$ cat src/rtl/llsc_pkg.sv
package llsc_pkg;

   typedef enum logic [0:0] {
      OP_LL = 1'b0,
      OP_SC = 1'b1
   } op_e;

   typedef enum logic [1:0] {
      LS_INVALID = 2'd0,
      LS_SHARED  = 2'd1,
      LS_EXCL    = 2'd2,
      LS_RSVD    = 2'd3
   } line_state_e;

   typedef enum logic [1:0] {
      DIR_UNCACHED = 2'd0,
      DIR_SHARED   = 2'd1,
      DIR_EXCL     = 2'd2,
      DIR_RSVD     = 2'd3
   } dir_state_e;

   typedef enum logic [2:0] {
      RC_NONE    = 3'd0,
      RC_LL_HIT  = 3'd1,
      RC_LL_FILL = 3'd2,
      RC_SC_OK   = 3'd4,
      RC_SC_FAIL = 3'd5,
      RC_SC_HOME = 3'd6
   } resp_code_e;

endpackage

$ cat src/rtl/llsc_resv_reg.sv
module llsc_resv_reg #(
   parameter int TAG_W = 27
) (
   input  logic             clk,
   input  logic             rst_n,
   input  logic             ll_set,
   input  logic             sc_seen,
   input  logic [TAG_W-1:0] ll_tag,
   input  logic             inv_valid,
   input  logic [TAG_W-1:0] inv_tag,
   input  logic             ctx_switch,
   output logic             live
);

   logic             held_q;
   logic [TAG_W-1:0] tag_q;
   logic             kill_old;
   logic             kill_new;
   logic             held_d;
   logic [TAG_W-1:0] tag_d;

   // a reservation is alive this cycle only if nothing kills it in the same cycle
   assign kill_old = ctx_switch | (inv_valid & (inv_tag == tag_q));
   assign kill_new = ctx_switch | (inv_valid & (inv_tag == ll_tag));
   assign live     = held_q & ~kill_old;

   always_comb begin
      held_d = held_q & ~kill_old;
      tag_d  = tag_q;
      if (ll_set) begin
         held_d = ~kill_new;
         tag_d  = ll_tag;
      end else if (sc_seen) begin
         held_d = 1'b0;
      end
   end

   always_ff @(posedge clk) begin
      if (!rst_n) begin
         held_q <= 1'b0;
         tag_q  <= '0;
      end else begin
         held_q <= held_d;
         tag_q  <= tag_d;
      end
   end

endmodule

$ cat src/rtl/llsc_sc_resolver.sv
module llsc_sc_resolver
   import llsc_pkg::*;
#(
   parameter int ADDR_W = 32,
   parameter int OFFS_W = 5
) (
   input  logic              req_valid,
   input  logic              req_op,
   input  logic [ADDR_W-1:0] req_addr,
   input  logic [1:0]        line_state,
   input  logic              resv_live,
   output resp_code_e        code,
   output logic              need_fill,
   output logic              need_fwd,
   output logic [ADDR_W-1:0] line_base
);

   line_state_e ls;
   assign ls = line_state_e'(line_state);

   generate
      if (OFFS_W == 0) begin : g_byte_lines
         assign line_base = req_addr;
      end else begin : g_wide_lines
         assign line_base = {req_addr[ADDR_W-1:OFFS_W], {OFFS_W{1'b0}}};
      end
   endgenerate

   always_comb begin
      code      = RC_NONE;
      need_fill = 1'b0;
      need_fwd  = 1'b0;
      if (req_valid) begin
         if (op_e'(req_op) == OP_LL) begin
            if (ls == LS_SHARED || ls == LS_EXCL) begin
               code = RC_LL_HIT;
            end else begin
               code      = RC_LL_FILL;
               need_fill = 1'b1;
            end
         end else if (!resv_live) begin
            code = RC_SC_FAIL;
         end else if (ls == LS_EXCL) begin
            code = RC_SC_OK;
         end else begin
            code     = RC_SC_HOME;
            need_fwd = 1'b1;
         end
      end
   end

endmodule

$ cat src/rtl/llsc_home_judge.sv
module llsc_home_judge
   import llsc_pkg::*;
#(
   parameter int NODES  = 8,
   parameter int NODE_W = 3
) (
   input  logic              clk,
   input  logic              rst_n,
   input  logic              home_valid,
   input  logic [1:0]        home_dir,
   input  logic [NODES-1:0]  home_sharers,
   input  logic [NODE_W-1:0] home_src,
   output logic              home_done,
   output logic              home_grant,
   output logic [NODES-1:0]  home_inv_mask
);

   logic             grant_c;
   logic [NODES-1:0] others_c;

   assign grant_c = home_valid & (dir_state_e'(home_dir) == DIR_SHARED);

   for (genvar n = 0; n < NODES; n++) begin : g_node
      assign others_c[n] = home_sharers[n] & (home_src != NODE_W'(n));
   end

   always_ff @(posedge clk) begin
      if (!rst_n) begin
         home_done     <= 1'b0;
         home_grant    <= 1'b0;
         home_inv_mask <= '0;
      end else begin
         home_done     <= home_valid;
         home_grant    <= grant_c;
         home_inv_mask <= grant_c ? others_c : '0;
      end
   end

endmodule

$ cat src/rtl/llsc_resv_tracker.sv
module llsc_resv_tracker
   import llsc_pkg::*;
#(
   parameter int ADDR_W     = 32,
   parameter int LINE_BYTES = 32,
   parameter int NODES      = 8,
   parameter int NODE_W     = $clog2(NODES)
) (
   input  logic              clk,
   input  logic              rst_n,
   input  logic              req_valid,
   input  logic              req_op,
   input  logic [ADDR_W-1:0] req_addr,
   input  logic [1:0]        req_line_state,
   input  logic              inv_valid,
   input  logic [ADDR_W-1:0] inv_addr,
   input  logic              ctx_switch,
   output logic              resp_valid,
   output logic [2:0]        resp_code,
   output logic              fill_valid,
   output logic [ADDR_W-1:0] fill_addr,
   output logic              fwd_valid,
   output logic [ADDR_W-1:0] fwd_addr,
   input  logic              home_valid,
   input  logic [1:0]        home_dir,
   input  logic [NODES-1:0]  home_sharers,
   input  logic [NODE_W-1:0] home_src,
   output logic              home_done,
   output logic              home_grant,
   output logic [NODES-1:0]  home_inv_mask
);

   localparam int OFFS_W = $clog2(LINE_BYTES);
   localparam int TAG_W  = ADDR_W - OFFS_W;

   generate
      if ((1 << OFFS_W) != LINE_BYTES) begin : g_bad_line
         $error("LINE_BYTES must be a power of two");
      end
      if (TAG_W < 1) begin : g_bad_addr
         $error("ADDR_W must exceed the line offset width");
      end
      if (NODES < 2 || (1 << NODE_W) < NODES) begin : g_bad_nodes
         $error("NODES must be at least 2 and fit in NODE_W bits");
      end
   endgenerate

   logic [TAG_W-1:0]  req_tag;
   logic [TAG_W-1:0]  inv_tag;
   logic              resv_live;
   logic              ll_set;
   logic              sc_seen;
   resp_code_e        code_c;
   logic              fill_c;
   logic              fwd_c;
   logic [ADDR_W-1:0] base_c;

   assign req_tag = req_addr[ADDR_W-1:OFFS_W];
   assign inv_tag = inv_addr[ADDR_W-1:OFFS_W];
   assign ll_set  = req_valid & (op_e'(req_op) == OP_LL);
   assign sc_seen = req_valid & (op_e'(req_op) == OP_SC);

   llsc_resv_reg #(.TAG_W(TAG_W)) u_resv (
      .clk        (clk),
      .rst_n      (rst_n),
      .ll_set     (ll_set),
      .sc_seen    (sc_seen),
      .ll_tag     (req_tag),
      .inv_valid  (inv_valid),
      .inv_tag    (inv_tag),
      .ctx_switch (ctx_switch),
      .live       (resv_live)
   );

   llsc_sc_resolver #(.ADDR_W(ADDR_W), .OFFS_W(OFFS_W)) u_resolve (
      .req_valid  (req_valid),
      .req_op     (req_op),
      .req_addr   (req_addr),
      .line_state (req_line_state),
      .resv_live  (resv_live),
      .code       (code_c),
      .need_fill  (fill_c),
      .need_fwd   (fwd_c),
      .line_base  (base_c)
   );

   llsc_home_judge #(.NODES(NODES), .NODE_W(NODE_W)) u_home (
      .clk           (clk),
      .rst_n         (rst_n),
      .home_valid    (home_valid),
      .home_dir      (home_dir),
      .home_sharers  (home_sharers),
      .home_src      (home_src),
      .home_done     (home_done),
      .home_grant    (home_grant),
      .home_inv_mask (home_inv_mask)
   );

   always_ff @(posedge clk) begin
      if (!rst_n) begin
         resp_valid <= 1'b0;
         resp_code  <= RC_NONE;
         fill_valid <= 1'b0;
         fill_addr  <= '0;
         fwd_valid  <= 1'b0;
         fwd_addr   <= '0;
      end else begin
         resp_valid <= req_valid;
         resp_code  <= code_c;
         fill_valid <= fill_c;
         fill_addr  <= fill_c ? base_c : '0;
         fwd_valid  <= fwd_c;
         fwd_addr   <= fwd_c ? req_addr : '0;
      end
   end

endmodule

$ cat config.mk
export PLATFORM = sky130hd
export DESIGN_NAME = llsc_resv_tracker
export DESIGN_NICKNAME = d
export VERILOG_FILES = /design/src/rtl/llsc_pkg.sv /design/src/rtl/llsc_resv_reg.sv /design/src/rtl/llsc_sc_resolver.sv /design/src/rtl/llsc_home_judge.sv /design/src/rtl/llsc_resv_tracker.sv
export SDC_FILE = /design/constraint.sdc
export NUM_CORES = 1
export LEC_CHECK = 0
export CORE_AREA = 2 2 84 86
export CTS_BUF_LIST = sky130_fd_sc_hd__clkbuf_8
export CTS_CLUSTER_SIZE = 20
export DETAILED_ROUTE_END_ITERATION = 8
export DIE_AREA = 0 0 86 88
export DONT_BUFFER_PORTS = 1
export PLACE_DENSITY = 0.76
export SLEW_MARGIN = 20
export SYNTH_ARGS = -nofsm -noshare
export SYNTH_HDL_FRONTEND = slang
export SYNTH_SLANG_ARGS = --single-unit
$ cat constraint.sdc
create_clock -name clk -period 1.53 [get_ports clk]
set_input_delay 0.2295 -clock clk [delete_from_list [all_inputs] [get_ports clk]]
set_output_delay 0.2295 -clock clk [all_outputs]
set_load 0.005 [all_outputs]
==> impl_metrics.toml <==
[run_status]
outcome = "complete, but fails checks"
failed_checks = "negative setup slack"

[floorplan]
start_util = 0.577
die_h_microns = 88
dieArea_sq_mm = 0.00757
ios = 166
dieWidth_microns = 86
core_area_sq_mm = 0.00664
num_rows = 30

[synthesis]
syn_area_sq_mm = 0.00383
syn_inst = 368
ys_types = 31
yosysWarnings = 0
synth.avg_cell_area_sq_um = 10.4
ys_seq_area_frac = 0.538
synth-seq-cells = 103

[global_routing]
grt_pass1_wl_mm = 14.3
grt_max_degree = 30
grt-ovfl-total = 0
first_global_vias = 2726
antenna_found_initial = 0
track_usage = 0.251

[drt]
post_drt_wl_per_cell_microns = 18.3
initialDrtViolationCount = 128
routed_wl_mm = 9.32
via_count = 2685
drc = 0
first_pass_iters = 5
avgViaCountPerCell = 5.26
ant_nets = 0

[setup_path]
worstSetupPathType = "reg -> reg"
crit_start = "u_resv.tag_q[20]"
cp_max_fo = 26
r2r.worst_path.cells = 6
r2r_setup_slack_ps = -160
cp_data_required_time_ps = 1800
rr_startpoint = "u_resv.tag_q[20]"
end_kind = "flip-flop"
r2r-end = "resp_code[1]"
start_kind = "flip-flop"
crit_end = "resp_code[1]"
crit_arrival_ps = 1960

[clock_tree]
cts_root_buffer = "clkbuf_8"
cts_buffer_depth = 2
cts-htree-levels = 3
clk_pin_slew_ps = 100
worstSkewPairLatency_ps = 370
numClockSinks = 103
cts_tree = "built"
cts_buffers = 9

[sta]
tightest_slew_ps = 526
relSlewSlack = 0.648
fin_skew_ps = 10.6
setup_violations = 35
period_needed_ps = 1690
finalHoldViolations = 0
drv_slew = 0
fin_crit_sh = 1.11
fin_ws_ps = -162
rsz0062_at_grt = "true"
max_freq_mhz = 591

[layout]
design_area_sq_mm = 0.00474
seq_area_sq_mm = 0.00207
nFillCells = 480
syn_to_final_growth_pct = 23.5
antenna_cells = 0
nets = 512
drive_gt1_frac = 0.158
multi_input_area_sq_mm = 0.00173

[place]
dp_hpwl_mm = 5.84
placed_area_sq_mm = 0.00389
io_buffer_count = 0
place.gp.congestion = 0.811

[flow_run]
maxCapViolations = 0

[hold_path]
hold_path_class = "in -> reg"

[power_and_ir_drop]
power.density_mw_per_mm2 = 1010
finalPower_uw = 4770
vdd_drop_max_mv = 0.551
leakagePower_uw = 0.00186
==> kinds of logic after synthesis <==
kind of cell	Yosys count	synth area share
AO/OA/AOI/OAI	38	0.0809
XOR/XNOR	54	0.123
adder cells (fa/ha/maj)	1	0.00326
buffers and inverters	26	0.0369
flip-flops	103	0.538
other	1	0.000978
AND/OR/NAND/NOR	145	0.217
==> stage by stage <==
| step | setup TNS, ps | hold WS [ps] | util | setup slack (ps) | instances |
|---|---|---|---|---|---|
| after floorplan | 0 | 338 | - | 82.4 | 372 |
| after global placement | -11280 | 349 | 0.586 | -225 | 436 |
| after global routing | -5620 | 2.82 | 0.713 | -224 | 510 |
| after detailed placement | -12840 | 354 | 0.586 | -270 | 436 |
| final | -3590 | 9.52 | 0.713 | -162 | 510 |
| after CTS | -2590 | 0.434 | 0.702 | -133 | 505 |
==> metal layers <==
layer / vias up / share of wire / global-route usage
met5: - / 0 / 0
met4: 0 / 0.019 / 0.104
met3: 16 / 0.093 / 0.0867
met2: 122 / 0.49 / 0.412
met1: 1251 / 0.40 / 0.301
li1: 1296 / - / -
==> area by class of cell <==
type / instances / share of cell area
multi-input cells: 243 / 0.365
well taps: 80 / 0.0211
repair buffers: 63 / 0.136
clock inverters: 7 / 0.0116
inverters: 5 / 0.00396
clock buffers: 9 / 0.0261
flip-flops and latches: 103 / 0.437
==> state kept, by name (all words and copies together) (netlist names), 3 cells and up <==
name                  cells
u_home.home_inv_mask      8
fwd_addr                 32
u_resv.tag_q             27
fill_addr                27
resp_code                 3
==> where the power goes <==
group	leakage (uW)	switching (uW)	internal, uW
logic	0.000939	182	249
registers	0.000838	36.4	2740
clock network	0.0000866	953	609
total	0.00186	1170	3600
==> cell usage after synthesis (all sizes together) <==
library cell  count  area [sq um]
ha                1          12.5
nor2              1          3.75
a21boi           27           203
nor3              1          5.00
dfxtp           103          2060
a311oi            1          8.76
xor2             12           105
a32o              1          10.0
or2               1          6.26
nor4              5          37.5
nand2            56           210
and3b             2          17.5
nor2b             4          25.0
nand4            12          75.1
a21oi             1          8.76
and3              1          6.26
inv               5          18.8
and2             60           432
nand3b            1          7.51
xnor2            42           368
buf              13          92.6
o311a             8          80.1
nand2b            1          6.26
clkbuf            8          30.0
conb              1          3.75
==> worst min path at each step <==
stage | start | end | slack, ps | depth (start not counted)
floorplan | req_op | resp_code[0] | 340 | 1
global placement | req_op | resp_code[0] | 350 | 1
detailed placement | req_op | resp_code[0] | 350 | 1
CTS | req_addr[21] | u_resv.tag_q[16] | 0.4 | 2
global route | rst_n | u_resv.tag_q[19] | 3 | 1
finish | home_src[2] | u_home.home_inv_mask[2] | 10 | 1
==> cells in the final DEF, fill, tap and decap left out, types with 3 or more instances in the layout <==
cell type       n
clkbuf_8        9
conb_1          5
nand4_1        12
nand2_1        55
xnor2_2         5
dlygate4sd3_1  57
a21boi_0       27
inv_6           3
and2_1         31
dfxtp_1        98
nor4_1          4
inv_1           5
buf_4           3
xor2_1         12
and2_4         27
o311a_1         8
dfxtp_2         5
xnor2_1        37
==> critical path: stages (launching register included) <==
cell     delay [ps]
dfxtp_2         350
xnor2_2         170
nand4_1         180
nor4_2          370
a21oi_2         150
buf_12          180
or2_1           200
==> what timing repair did <==
item,4_1_cts,5_1_grt
endpoints found under the setup margin,36,63
buffers inserted,1,0
gates resized for setup,16,6
endpoints found under the hold margin,92,4
cloned,0,0
hold buffers,52,5
pin swaps,17,10
Note: power is estimated with default switching activity, not from simulation.
